$ cat src/rtl/pcseq_pkg.sv
package pcseq_pkg;

    typedef struct packed {
        logic compact;
        logic env;
    } mode_t;

    typedef enum logic [1:0] {
        BR_PLAIN   = 2'd0,
        BR_IW      = 2'd1,
        BR_WIDE_IW = 2'd2
    } br_kind_t;

    localparam int unsigned CB_FIELD_W = 4;
    localparam int unsigned CB_W       = 2 * CB_FIELD_W;

endpackage

$ cat src/rtl/pcseq_incr.sv
module pcseq_incr #(
    parameter int unsigned AW     = 32,
    parameter int unsigned STEP_C = 2,
    parameter int unsigned STEP_W = 4
) (
    input  logic [AW-1:0] base,
    input  logic          compact,
    output logic [AW-1:0] sum
);
    localparam logic [AW-1:0] INC_C = AW'(STEP_C);
    localparam logic [AW-1:0] INC_W = AW'(STEP_W);

    assign sum = base + (compact ? INC_C : INC_W);
endmodule

$ cat src/rtl/pcseq_itstep.sv
module pcseq_itstep #(
    parameter int unsigned FW = 4
) (
    input  logic [2*FW-1:0] cur,
    input  logic [2*FW-1:0] pend,
    output logic [2*FW-1:0] nxt
);
    logic [FW-1:0] cond_q, mask_q, cond_n, mask_n;
    logic          spill;

    assign cond_q = cur[2*FW-1:FW];
    assign mask_q = cur[FW-1:0];

    always_comb begin
        mask_n = {mask_q[FW-2:0], 1'b0};
        spill  = mask_q[FW-1];
        cond_n = cond_q;
        if (mask_n == '0) begin
            cond_n = '0;
        end else begin
            cond_n[0] = spill;
        end

        if (pend != '0) begin
            nxt = pend;
        end else if (cur != '0) begin
            nxt = {cond_n, mask_n};
        end else begin
            nxt = '0;
        end
    end
endmodule

$ cat src/rtl/pcseq_target.sv
module pcseq_target
    import pcseq_pkg::*;
#(
    parameter int unsigned AW = 32
) (
    input  br_kind_t      kind,
    input  mode_t         cur_mode,
    input  logic          nxt_compact_in,
    input  logic [AW-1:0] target,
    output logic [AW-1:0] npc_out,
    output logic          nxt_compact_out
);
    logic          do_iw;
    logic          combined;
    logic [AW-1:0] clr1, clr2;

    assign clr1     = {target[AW-1:1], 1'b0};
    assign clr2     = {target[AW-1:2], 2'b00};
    assign combined = cur_mode.compact & cur_mode.env;

    always_comb begin
        unique case (kind)
            BR_IW:      do_iw = 1'b1;
            BR_WIDE_IW: do_iw = !cur_mode.compact && !cur_mode.env;
            default:    do_iw = 1'b0;
        endcase

        nxt_compact_out = nxt_compact_in;
        npc_out         = target;
        if (!do_iw) begin
            npc_out = nxt_compact_in ? clr1 : clr2;
        end else if (combined) begin
            npc_out = clr1;
        end else if (target[0]) begin
            nxt_compact_out = 1'b1;
            npc_out         = clr1;
        end else if (!target[1]) begin
            nxt_compact_out = 1'b0;
            npc_out         = target;
        end else begin
            npc_out = clr2;
        end
    end
endmodule

$ cat src/rtl/pc_itstate_seq.sv
module pc_itstate_seq
    import pcseq_pkg::*;
#(
    parameter int unsigned AW       = 32,
    parameter int unsigned SW       = 3,
    parameter int unsigned SIZE_RST = 4
) (
    input  logic          clk,
    input  logic          rst_n,
    input  logic          set_valid,
    input  logic [AW-1:0] set_addr,
    input  logic          set_compact,
    input  logic          set_env,
    input  logic          br_valid,
    input  logic          iw_valid,
    input  logic          wiw_valid,
    input  logic [AW-1:0] br_target,
    input  logic          adv_valid,
    input  logic [SW-1:0] adv_size,
    input  logic          cb_load_valid,
    input  logic [7:0]    cb_load_value,
    output logic [AW-1:0] pc,
    output logic [AW-1:0] npc,
    output logic [AW-1:0] op_pc,
    output logic          cur_compact,
    output logic          cur_env,
    output logic          nxt_compact,
    output logic          nxt_env,
    output logic [7:0]    cb_state,
    output logic          branching
);
    localparam logic [SW-1:0] SIZE_INIT = SW'(SIZE_RST);

    typedef struct packed {
        logic [AW-1:0]   pc;
        logic [AW-1:0]   npc;
        mode_t           cur;
        mode_t           nxt;
        logic [SW-1:0]   size;
        logic [CB_W-1:0] cb;
        logic [CB_W-1:0] pend;
    } state_t;

    state_t st_d, st_q;

    logic          br_any;
    br_kind_t      br_kind;
    logic [AW-1:0] set_step, adv_step, tgt_npc;
    logic          tgt_nc;
    logic [CB_W-1:0] cb_adv;

    assign br_any = br_valid | iw_valid | wiw_valid;

    always_comb begin
        if (br_valid)      br_kind = BR_PLAIN;
        else if (iw_valid) br_kind = BR_IW;
        else               br_kind = BR_WIDE_IW;
    end

    pcseq_incr #(.AW(AW), .STEP_C(2), .STEP_W(4)) u_set_step (
        .base(set_addr), .compact(set_compact), .sum(set_step)
    );

    pcseq_incr #(.AW(AW), .STEP_C(2), .STEP_W(4)) u_adv_step (
        .base(st_q.npc), .compact(st_q.nxt.compact), .sum(adv_step)
    );

    pcseq_incr #(.AW(AW), .STEP_C(4), .STEP_W(8)) u_op_pc (
        .base(st_q.pc), .compact(st_q.cur.compact), .sum(op_pc)
    );

    pcseq_target #(.AW(AW)) u_target (
        .kind(br_kind), .cur_mode(st_q.cur), .nxt_compact_in(st_q.nxt.compact),
        .target(br_target), .npc_out(tgt_npc), .nxt_compact_out(tgt_nc)
    );

    pcseq_itstep #(.FW(CB_FIELD_W)) u_itstep (
        .cur(st_q.cb), .pend(st_q.pend), .nxt(cb_adv)
    );

    always_comb begin
        st_d = st_q;
        if (set_valid) begin
            st_d.pc          = set_addr;
            st_d.npc         = set_step;
            st_d.cur.compact = set_compact;
            st_d.cur.env     = set_env;
            st_d.nxt.compact = set_compact;
            st_d.nxt.env     = set_env;
        end else if (br_any) begin
            st_d.npc         = tgt_npc;
            st_d.nxt.compact = tgt_nc;
        end else if (adv_valid) begin
            st_d.pc   = st_q.npc;
            st_d.cur  = st_q.nxt;
            st_d.npc  = adv_step;
            st_d.size = adv_size;
            st_d.cb   = cb_adv;
            st_d.pend = '0;
        end
        if (cb_load_valid) begin
            st_d.pend = cb_load_value;
        end
    end

    always_ff @(posedge clk) begin
        if (!rst_n) begin
            st_q      <= '0;
            st_q.size <= SIZE_INIT;
        end else begin
            st_q <= st_d;
        end
    end

    assign pc          = st_q.pc;
    assign npc         = st_q.npc;
    assign cur_compact = st_q.cur.compact;
    assign cur_env     = st_q.cur.env;
    assign nxt_compact = st_q.nxt.compact;
    assign nxt_env     = st_q.nxt.env;
    assign cb_state    = st_q.cb;
    assign branching   = (st_q.pc + AW'(st_q.size)) != st_q.npc;

    logic adv_only;
    assign adv_only = adv_valid && !set_valid && !br_any;

    p_set_step_r2: assert property (@(posedge clk) disable iff (!rst_n)
        set_valid |=> (npc == pc + (cur_compact ? AW'(2) : AW'(4))));

    p_set_wins_r12: assert property (@(posedge clk) disable iff (!rst_n)
        set_valid |=> (pc == $past(set_addr)));

    p_adv_moves_r4: assert property (@(posedge clk) disable iff (!rst_n)
        adv_only |=> (pc == $past(npc)) && (cur_compact == $past(nxt_compact))
                     && (cur_env == $past(nxt_env)));

    p_pend_load_r5: assert property (@(posedge clk) disable iff (!rst_n)
        (adv_only && st_q.pend != '0) |=> (cb_state == $past(st_q.pend)));

    p_mask_shift_r6: assert property (@(posedge clk) disable iff (!rst_n)
        (adv_only && st_q.pend == '0 && st_q.cb != '0)
        |=> (cb_state[3:0] == {$past(cb_state[2:0]), 1'b0})
            && ((cb_state[3:0] != 4'h0) || (cb_state[7:4] == 4'h0)));

    p_plain_align_r7: assert property (@(posedge clk) disable iff (!rst_n)
        (br_valid && !set_valid) |=> (nxt_compact ? (npc[0] == 1'b0) : (npc[1:0] == 2'b00)));

    p_combined_mode_r9: assert property (@(posedge clk) disable iff (!rst_n)
        (iw_valid && !br_valid && !set_valid && cur_compact && cur_env)
        |=> (nxt_compact == $past(nxt_compact)) && (npc[0] == 1'b0));
endmodule

$ cat config.mk
export PLATFORM = sky130hd
export DESIGN_NAME = pc_itstate_seq
export DESIGN_NICKNAME = d
export VERILOG_FILES = /design/src/rtl/pcseq_pkg.sv /design/src/rtl/pcseq_incr.sv /design/src/rtl/pcseq_itstep.sv /design/src/rtl/pcseq_target.sv /design/src/rtl/pc_itstate_seq.sv
export SDC_FILE = /design/constraint.sdc
export NUM_CORES = 1
export LEC_CHECK = 0
export ABC_AREA = 1
export ABC_CLOCK_PERIOD_IN_PS = 6100
export CAP_MARGIN = 30
export CORE_ASPECT_RATIO = 0.6
export CORE_MARGIN = 2
export CORE_UTILIZATION = 40
export CTS_BUF_LIST = sky130_fd_sc_hd__clkbuf_2 sky130_fd_sc_hd__clkbuf_4 sky130_fd_sc_hd__clkbuf_8
export CTS_CLUSTER_SIZE = 24
export DETAILED_ROUTE_END_ITERATION = 10
export PLACE_DENSITY = 0.73
export SLEW_MARGIN = 10
export SYNTH_ARGS = -nofsm -noshare
export SYNTH_HDL_FRONTEND = slang
export SYNTH_HIERARCHICAL = 1
export SYNTH_SLANG_ARGS = --single-unit
export TNS_END_PERCENT = 1
$ cat constraint.sdc
create_clock -name clk -period 6.1 [get_ports clk]
set_input_delay 1.22 -clock clk [delete_from_list [all_inputs] [get_ports clk]]
set_output_delay 1.22 -clock clk [all_outputs]
set_load 0.03 [all_outputs]
==> summary.md, run 1 <==
| Metric | Value |
|---|---|
| Hold Path Origin | st_q[5] |
| Fillers | 2293 |
| RR Endpoint | npc[27] |
| Routability Congestion | ~0.97 |
| Slew headroom | 0.499 |
| Top cell type's share of synthesized area | 0.246 |
| Clock power frac | 0.272 |
| Crit-path max cell delay | between 0.6 and 0.7 ns |
| EDFF count, synth | 0 |
| Total grt overflow | 0 |
| IO Port Bufs | roughly 190 |
| Endpoints failing hold | 0 |
| Largest family of logic cells by synthesized area | simple AND/OR/NAND/NOR gates |
| Synth Area in XOR/XNOR | 0.0716 |
| Total Routing Usage GR | 0.290 |
| Core area | 22100 sq um |
| Async SR Flop Fraction | 0 |
| Delay-heaviest family, CP | simple AND/OR/NAND/NOR gates |
| Status | finished clean |
| Cell Chain, Critical Path | ha_1 -> fa_1 -> nand3_1 -> nand2_2 -> nand3_1 -> nor2_1 -> xor2_1 -> nand2_1 -> nor2_1 -> nand2_1 -> nor2_1 -> nand3_1 -> clkdlybuf4s50_1 |
| Mapped Nets | between 1500 and 2000 |
| Worst skew pair latency | between 0.3 and 0.4 ns |
| Synth Area in Adders | 0.0241 |
| VDD IR max | between 0.1 and 0.15 mV |
| CP bufs+invs | 1 |
| Max-cap violations | 0 |
| Wire per inst | 17.9 um |
| Avg Cell Area, Syn | 5.82 sq um |
| ANT cells | 0 |
| Place WS | 1.71 ns |
| Worst Hold Depth | 2 |
| CP max FO | 8 |
| Die area | between 20000 and 25000 sq um |
| Final net count | around 1700 |
| CTS tree | built |
| Root buf cell | clkbuf_8 |
| Post-synth cell types | 33 |
| PwrDens | approximately 160 nW/um^2 |
| Vias post-DR | approximately 10000 |
| First-pass GRT wire length | 53100 um |
| Slew @ Worst Pin | between 0.7 and 0.8 ns |
| H-tree level count | 3 |
| Synthesized netlist cell count | 1555 |
| FF+latch count, synth | just under 90 |
| Drt first pass iters | 7 |
| Top post-synthesis cells by count | nand2_1 (593), nor2_1 (203), buf_4 (107) |
| Sw Share | 0.394 |
| Leakage power | 4.16 nW |
| Drt total wl | 34600 um |
| Clock-pin slew on the worst setup and hold paths | 0.11 ns |
| GRT busiest layer | met1 |
| Clock Sinks | 87 |
| Cell taking the most area after synthesis | nand2_1 |
| Worst Skew | about 0.026 ns |
| Max stage delay cell, worst path | clkdlybuf4s50_1 |
| Critical Path RT | a little under 5 ns |
| PnR worst setup slack | 1.44 ns |
| Kind of critical path | register to primary output |
| Final Max Slew Viols | 0 |
| CTS Buf Count | 9 |
| DR vias/cell | approximately 5.4 |
| Logic pwr share | 0.306 |
| DP HPWL | around 27000 um |
| Design area | 10700 sq um |
| Reg2Reg Launch Point | nxt_compact |
| Worst r2r path cells | 11 |
| Die X | a little under 200 um |
| NetSw | approximately 0.67 mW |
| Die Y | between 100 and 150 um |
| HP Class | register to register |
| Count leader, synth | nand2_1 |
| Vias in the first global route | approximately 9400 |
| Fin crit share | 0.763 |
| Resized Gates After CTS | 0 |
| DRT iter0 DRCs | ~1200 |
| Worst path arrival time | 3.44 ns |
| Met2 Resource Use GR | 0.407 |
| Simple-gate share of the synthesized area | 0.456 |
| Yosys warns | 6 |
| Cell Int Power | around 1 mW |
| Sequential-to-total area share from yosys stat | 0.193 |
| DRC violations left | 0 |
| Fmax | between 200 and 250 MHz |
| Largest net degree at the start of global routing | between 60 and 70 |
| DRT antenna net count | 0 |
| Post CTS Setup Buffer Count | 0 |
| # IOs | between 150 and 200 |
| RSZ-0062 raised after global routing | false |
| Most common flop cell mapped by yosys | dfxtp_1 |
| Startpoint Class | register |
| Hold Buf Count CTS | 0 |
| Setup TNS | 0 ns |
| Complex-gate fraction of the synthesized area | 0.102 |
| Cell Area, Placed | approximately 10000 sq um |
| Critical Path End Type | primary output |
| Flop2flop setup slack | ~3.7 ns |
| GR met3 Demand/Resource | 0.0854 |
| Register share of total power | 0.423 |
| Hold Path Sink | st_q[5] |
| Mux contribution to synthesized area | 0.00111 |
| Synth area leaders | nand2_1 (25%), dfxtp_1 (19%), buf_4 (8.9%), nor2_1 (8.4%), inv_1 (4.2%) |
| Antenna violations before repair | 0 |
| Max clock buf depth | 2 |
| M1 GR Usage | 0.433 |
| Mapped Area | 9050 sq um |
| Tmin final | ~4.7 ns |
| Layout area overhead | 18.4% |
| Initial Util | 0.409 |
| # setup viols final | 0 |
| Row count | 42 |
| Fraction of layout cells with a size suffix above 1 | 0.0591 |
-- worst max path at each step --
stage / depth (start not counted) / to / start / slack [ns]
2_1_floorplan: 7 / op_pc[18] / cur_compact / 2.61
3_3_place_gp: 9 / cb_state[6] / br_valid / 1.77
3_5_place_dp: 9 / st_q[4] / br_valid / 1.71
4_1_cts: 13 / branching / pc[0] / 1.50
5_1_grt: 13 / branching / pc[0] / 1.18
6_report: 13 / branching / pc[0] / 1.44
-- per-stage QoR --
stage | util | hold slack, ns | power [mW] | cells
2_1_floorplan | - | 0.433 | 1.02 | 1555
3_3_place_gp | 0.473 | 0.470 | 1.22 | 1915
3_5_place_dp | 0.473 | 0.473 | 1.23 | 1915
4_1_cts | 0.482 | 0.505 | 1.68 | 1931
5_1_grt | 0.484 | 0.527 | 1.76 | 1933
6_report | 0.484 | 0.506 | 1.69 | 1933
-- cells by family after synthesis --
| family | count (synthesis) |
|---|---|
| flip-flops | 87 |
| XOR/XNOR | 74 |
| multiplexers | 1 |
| other | 1 |
| buffers and inverters | 259 |
| AND/OR/NAND/NOR | 964 |
| AO/OA/AOI/OAI | 154 |
| adder cells (fa/ha/maj) | 15 |
-- layout make-up --
cell class                      instances  area [sq um]  share of cell area
Timing Repair Buffer                  200          2010               0.188
Multi-Input combinational cell       1209          5940               0.555
Inverter                              113           424              0.0396
Sequential cell                        87          1740               0.163
Tap cell                              308           385              0.0360
Clock inverter                          6          73.8             0.00689
Clock buffer                           10           131              0.0123
-- sequential cells by signal, summed over array words and instances (netlist names) --
signal and cells:
npc 32, pc 32, st_q 11, cb_state 8, cur_compact 1, cur_env 1, nxt_compact 1, nxt_env 1
-- routing by layer --
layer	routed length [um]	share of wire
met3	4760	0.14
met2	13600	0.39
met5	0	0
met4	531	0.015
met1	15700	0.45
-- worst min-delay path, cell delays in order (launching register included) --
cell and delay (ns):
dfxtp_1 0.34, nand3_1 0.08, a21oi_1 0.05
-- power by group through the flow --
stage | combinational (mW) | clock, mW | sequential (mW)
after floorplan | 0.352 | 0 | 0.668
after global placement | 0.502 | 0 | 0.720
after detailed placement | 0.508 | 0 | 0.720
after CTS | 0.510 | 0.463 | 0.707
after global routing | 0.558 | 0.487 | 0.716
final | 0.516 | 0.459 | 0.713
-- layout by cell type (no fill, tap or decap), types with 5 or more instances in the layout --
master           count
buf_4                5
a31oi_1             39
nand2_1            593
inv_1              101
dfxtp_1             87
nand4_1              6
nand2_2             20
xor2_1              40
clkbuf_8             9
nor2_4              16
nand3b_1            45
a22oi_1              7
nor2_1             202
ha_1                11
clkdlybuf4s50_1    192
o21ai_0             60
inv_2               10
a41oi_1             18
xnor2_1             34
nand3_1             54
a21oi_1             23
nor2_2              20
(Power assumes the default switching activity.)
==> run 2, diff against run 1 <==
ABC_CLOCK_PERIOD_IN_PS = 4100   (was 6100)
PLACE_DENSITY = 0.76   (was 0.73)
clock period = 4.1 ns   (was 6.1 ns; I/O delays follow)
==> run 2 against run 1 <==
Against the previous run:
- register-to-register slack worse by 1.9 ns
- sequential share of layout area is 0.44 points lower
- sequential power is 40% higher
- largest cell class unchanged
- largest power group unchanged
==> summary.md, run 2 (synthesized netlist as in run 1, its figures left out) <==
| Metric | Value |
|---|---|
| Most frequent cells in the layout | nand2_1 (593), nor2_1 (201), clkdlybuf4s50_1 (191), inv_1 (101), dfxtp_1 (87) |
| Wire per inst | about 18 um |
| Worst Hold Depth | 2 |
| Slew @ Worst Pin | roughly 0.76 ns |
| Post CTS Setup Buffer Count | 0 |
| VDD IR max | 0.189 mV |
| Critical Path End Type | primary output |
| # setup viols final | 0 |
| FF+latch area | between 1500 and 2000 sq um |
| IO Port Bufs | 193 |
| Initial Util | 0.409 |
| ANT cells | 0 |
| Clock Sinks | just under 90 |
| Startpoint Class | register |
| Commonest non-fill, non-tap cell in the layout | nand2_1 |
| Endpoints failing hold | 0 |
| CTS tree | built |
| Fillers | around 2300 |
| Total Routing Usage GR | 0.301 |
| Die area | roughly 24000 sq um |
| Routability Congestion | around 1 |
| Slew headroom | 0.491 |
| Drt total wl | approximately 36000 um |
| Kind of critical path | register to primary output |
| Max-cap violations | 0 |
| Drt first pass iters | 7 |
| RSZ-0062 raised after global routing | false |
| Hold Path Origin | st_q[18] |
| DRT iter0 DRCs | 1442 |
| DR vias/cell | approximately 5.3 |
| H-tree level count | 3 |
| Die X | 198 um |
| Clock-pin slew on the worst setup and hold paths | between 0.1 and 0.15 ns |
| HP Class | register to register |
| CP max FO | 9 |
| DRC violations left | 0 |
| Antenna violations before repair | 0 |
| Critical Path RT | 3.28 ns |
| Crit-path max cell delay | a little under 0.7 ns |
| Fraction of layout cells with a size suffix above 1 | 0.0834 |
| Total grt overflow | 0 |
| PwrDens | approximately 230 nW/um^2 |
| Worst r2r path cells | 11 |
| Fin crit share | 0.944 |
| Resized Gates After CTS | 1 |
| Fmax | about 260 MHz |
| # IOs | approximately 190 |
| Design area | ~11000 sq um |
| Finished Layout Cells | 1975 |
| Flop2flop setup slack | between 1.5 and 2 ns |
| Area of the multi-input gates | approximately 5900 sq um |
| DP HPWL | just under 30000 um |
| Vias in the first global route | ~9600 |
| Worst skew pair latency | roughly 0.39 ns |
| Final net count | around 1800 |
| Root buf cell | clkbuf_8 |
| Worst Skew | around 0.014 ns |
| Status | finished clean |
| Vias post-DR | around 11000 |
| Setup TNS | 0 ns |
| Core area | roughly 22000 sq um |
| Max clock buf depth | 2 |
| Cell Chain, Critical Path | inv_1 -> fa_1 -> nor2_4 -> nand2_2 -> nor2_1 -> xor2_1 -> clkdlybuf4s50_1 |
| Largest net degree at the start of global routing | a little under 70 |
| Hold Path Sink | st_q[18] |
| First-pass GRT wire length | between 50000 and 60000 um |
| Row count | 42 |
| DP Cell Count | 1959 |
| DRT antenna net count | 0 |
| Worst path arrival time | slightly above 3 ns |
| Max stage delay cell, worst path | clkdlybuf4s50_1 |
| Overall power | 2.56 mW |
| Die Y | 120 um |
| Final Max Slew Viols | 0 |
| Reg2Reg Launch Point | nxt_compact |
| Tmin final | slightly below 4 ns |
| Cell Area, Placed | between 10000 and 15000 sq um |
| Leakage power | 4.37 nW |
| Hold Buf Count CTS | 0 |
| CTS Buf Count | 9 |
| RR Endpoint | npc[27] |
| Layout area overhead | 21.7% |
==> run 2: stage by stage <==
step | utilization | hold slack (ns) | worst slack (ns)
finish | 0.497 | 0.495 | 0.230
detailed placement | 0.488 | 0.462 | 0.355
global placement | 0.488 | 0.460 | 0.365
floorplan | - | 0.433 | 1.01
CTS | 0.497 | 0.493 | 0.174
global route | 0.497 | 0.517 | 0.0394
==> run 2: worst max-delay path: cells and delay by family, from the launching register on <==
| kind | cells | cell delay, ns |
|---|---|---|
| buffers and inverters | 2 | 0.82 |
| adder cells (fa/ha/maj) | 1 | 0.63 |
| flip-flops | 1 | 0.57 |
| AND/OR/NAND/NOR | 3 | 0.49 |
| XOR/XNOR | 1 | 0.15 |
==> run 2: worst max-delay path by stage <==
stage	end	start	cells after the start	slack, ns
after CTS	branching	pc[0]	13	0.17
after global routing	branching	pc[0]	13	0.04
after detailed placement	branching	pc[0]	13	0.35
after floorplan	op_pc[18]	cur_compact	7	1.01
final	op_pc[18]	pc[3]	7	0.23
after global placement	branching	pc[0]	13	0.36
==> run 2: layer usage <==
layer,track usage,wire length (um),share of wire
met1,0.435,16200,0.45
met2,0.417,14000,0.39
met3,0.110,5220,0.14
met4,0.0719,643,0.018
met5,0,0,0
==> run 2: area by class of cell <==
| class | count | area share |
|---|---|---|
| well taps | 308 | 0.0350 |
| flip-flops and latches | 87 | 0.158 |
| clock buffers | 11 | 0.0138 |
| clock inverters | 5 | 0.00580 |
| inverters | 113 | 0.0385 |
| multi-input cells | 1209 | 0.539 |
| repair buffers | 242 | 0.210 |
==> run 2: report_power, final <==
| part | internal, mW | switching, mW |
|---|---|---|
| Clock | 0.321 | 0.363 |
| Combinational | 0.355 | 0.519 |
| Sequential | 0.896 | 0.104 |
| Total | 1.57 | 0.986 |
==> run 3, diff against run 2 <==
ABC_AREA = unset   (was 1)
PLACE_DENSITY = 0.77   (was 0.76)
==> run 3 against run 2 <==
Against the previous run:
- sequential cell count did not move
- sequential share of layout area rose by 1.3 points
- die area fell by 7.4%
- first-iteration DRC count decreased by 44%
- clock-buffer cell count unchanged
- sequential power is 0.6% lower
- non-clock buffer count decreased by 1
- wire length shrank 24%
- final area down 7.2%
- core utilization rose by 0.67 points
- combinational power decreased by 0.9%
==> summary.md, run 3 <==
| Metric | Value |
|---|---|
| PnR worst setup slack | slightly below 0.06 ns |
| Clock-pin slew on the worst setup and hold paths | approximately 0.10 ns |
| Die Y | roughly 120 um |
| Kind of critical path | register to primary output |
| Simple-gate share of the synthesized area | 0.278 |
| Place WS | approximately 0.40 ns |
| Worst Skew | 0.0207 ns |
| H-tree level count | 3 |
| Synth Area in Adders | 0.0260 |
| Worst skew pair latency | roughly 0.38 ns |
| Top cell type's share of synthesized area | 0.208 |
| Drt total wl | 27500 um |
| Critical Path End Type | primary output |
| Post-layout util | 0.504 |
| Drt first pass iters | 7 |
| Count leader, synth | nand2_1 |
| Startpoint Class | register |
| Flop2flop setup slack | 1.21 ns |
| Most frequent cells in the layout | clkdlybuf4s50_1 (183), nand2_1 (112), nor2_1 (89), dfxtp_1 (85), o21ai_0 (75) |
| Slew @ Worst Pin | a little under 0.9 ns |
| Design area | approximately 10000 sq um |
| Cell Chain, Critical Path | fa_2 -> a21oi_1 -> or4_4 -> or3_4 -> o211a_1 -> o31a_1 -> a2111oi_2 -> nand2_1 -> buf_4 |
| Yosys warns | 6 |
| Max stage delay cell, worst path | or4_4 |
| Row count | 40 |
| ANT cells | 0 |
| Total grt overflow | 0 |
| Fmax | 247 MHz |
| Setup TNS | 0 ns |
| IO Port Bufs | 193 |
| Fillers | just under 2000 |
| Delay-heaviest family, CP | simple AND/OR/NAND/NOR gates |
| Fin crit share | 0.986 |
| VDD IR max | ~0.14 mV |
| Hold Path Origin | cb_state[4] |
| DP HPWL | approximately 21000 um |
| Async SR Flop Fraction | 0 |
| Avg Cell Area, Syn | between 7 and 8 sq um |
| Routability Congestion | 0.932 |
| Max-cap violations | 0 |
| Cell Area, Placed | slightly below 10000 sq um |
| Die X | between 150 and 200 um |
| EDFF count, synth | 0 |
| Vias post-DR | between 8000 and 9000 |
| Mapped Nets | 1222 |
| Core area | approximately 20000 sq um |
| GR met3 Demand/Resource | 0.0569 |
| CP max FO | 6 |
| M1 GR Usage | 0.371 |
| Reg2Reg Launch Point | nxt_compact |
| Final net count | approximately 1300 |
| Clock Sinks | 87 |
| RR Endpoint | npc[24] |
| Critical Path Stages | 9 |
| Antenna violations before repair | 1 |
| Leakage power | about 3.9 nW |
| Most common flop cell mapped by yosys | dfxtp_1 |
| Synthesized netlist cell count | around 1100 |
| Slew headroom | 0.405 |
| Largest family of logic cells by synthesized area | simple AND/OR/NAND/NOR gates |
| Mapped Area | approximately 8400 sq um |
| Commonest non-fill, non-tap cell in the layout | clkdlybuf4s50_1 |
| GRT busiest layer | met2 |
| Wire per inst | around 18 um |
| Max clock buf depth | 2 |
| Layout area overhead | 22.2% |
| Mux contribution to synthesized area | 0.0421 |
| Crit-path max cell delay | 0.58 ns |
| RSZ-0062 raised after global routing | true |
| Synth Area in XOR/XNOR | 0.130 |
| Worst hold margin | 0.483 ns |
| Critical Path RT | between 3 and 4 ns |
| DR vias/cell | between 5 and 6 |
| Tmin final | between 4 and 5 ns |
| DRT iter0 DRCs | approximately 800 |
| CTS tree | built |
| Fraction of layout cells with a size suffix above 1 | 0.0946 |
| Root buf cell | clkbuf_8 |
| Post-synth cell types | 67 |
| Top post-synthesis cells by count | nand2_1 (112), buf_4 (107), nor2_1 (89) |
| Endpoints failing hold | 0 |
| Largest net degree at the start of global routing | 90 |
| Synth area leaders | dfxtp_1 (21%), buf_4 (9.6%), xnor2_1 (7.6%), xor2_1 (5.3%), nand2_1 (5.0%) |
| Initial Util | 0.412 |
| Complex-gate fraction of the synthesized area | 0.157 |
| Worst setup startpoint | pc[1] |
| Vias in the first global route | about 7600 |
| DRC violations left | 0 |
| Met2 Resource Use GR | 0.374 |
| Worst path arrival time | 3.22 ns |
| First-pass GRT wire length | about 43000 um |
| Die area | 22100 sq um |
| Status | finished clean |
| CTS Buf Count | 9 |
| # IOs | ~190 |
| DRT antenna net count | 0 |
| Worst r2r path cells | 10 |
| Critical path endpoint | branching |
| Sequential-to-total area share from yosys stat | 0.208 |
| Total Routing Usage GR | 0.250 |
| Cell taking the most area after synthesis | dfxtp_1 |
| PwrDens | about 250 nW/um^2 |
| CP bufs+invs | 1 |
| FF+latch count, synth | 87 |
| # setup viols final | 0 |
| Final Max Slew Viols | 0 |
| HP Class | register to register |
[run 3: cell count changes in the layout (fill, tap and decap cells not counted), moves of 33 or more]
cell	change
and2_1	+38
mux2i_1	+33
nand2_1	-481
nand3b_1	-43
nor2_1	-112
xnor2_1	+39
[run 3: routing by layer]
layer / vias up / part of all wire
li1: 3937 / -
met2: 422 / 0.41
met1: 3899 / 0.48
met5: - / 0.00047
met3: 28 / 0.10
met4: 2 / 0.0092
[run 3: stage by stage]
step | instances | power [mW]
floorplan | 1122 | 1.57
global placement | 1470 | 1.85
detailed placement | 1470 | 1.86
CTS | 1486 | 2.51
global route | 1489 | 2.63
finish | 1489 | 2.51
[run 3: cell type report]
cell class                 instances  area (sq um)  area share
multi-input combinational        799          5350       0.523
inverter                          73           274      0.0268
timing repair buffer             241          2310       0.226
clock inverter                     5          58.8     0.00575
tap                              273           342      0.0334
sequential                        87          1750       0.171
clock buffer                      11           139      0.0136
[run 3: cells by family after synthesis]
group | Yosys count
flops | 87
buf+inv | 236
compound gates | 205
fa+ha+maj | 15
mux | 35
other cells | 1
xor+xnor | 124
simple gates | 419
[run 3: how the worst min path moves through the flow]
| stage | slack (ns) | depth (start not counted) | to |
|---|---|---|---|
| after global placement | 0.46 | 2 | st_q[18] |
| after floorplan | 0.44 | 2 | cb_state[4] |
| final | 0.48 | 2 | cb_state[4] |
| after detailed placement | 0.47 | 2 | st_q[16] |
| after CTS | 0.48 | 2 | st_q[16] |
| after global routing | 0.52 | 2 | cb_state[4] |
[run 3: tightest hold or removal path: stages, from the launching register on]
cell	delay [ns]
dfxtp_1	0.32
nand2_1	0.05
a21boi_0	0.07
[run 3: repair_timing]
item	4_1_cts	5_1_grt
cloned	0	0
endpoints found under the setup margin	1	6
hold buffers	0	0
gates resized for setup	1	14
pin swaps	0	2
buffers inserted	0	2
[run 3: where the power goes]
| part | internal (mW) | switching, mW | total, mW | leakage [nW] |
|---|---|---|---|---|
| Clock | 0.296 | 0.354 | 0.650 | 0.0964 |
| Sequential | 0.896 | 0.0962 | 0.993 | 0.721 |
| Combinational | 0.385 | 0.482 | 0.867 | 3.06 |
| Total | 1.58 | 0.932 | 2.51 | 3.88 |
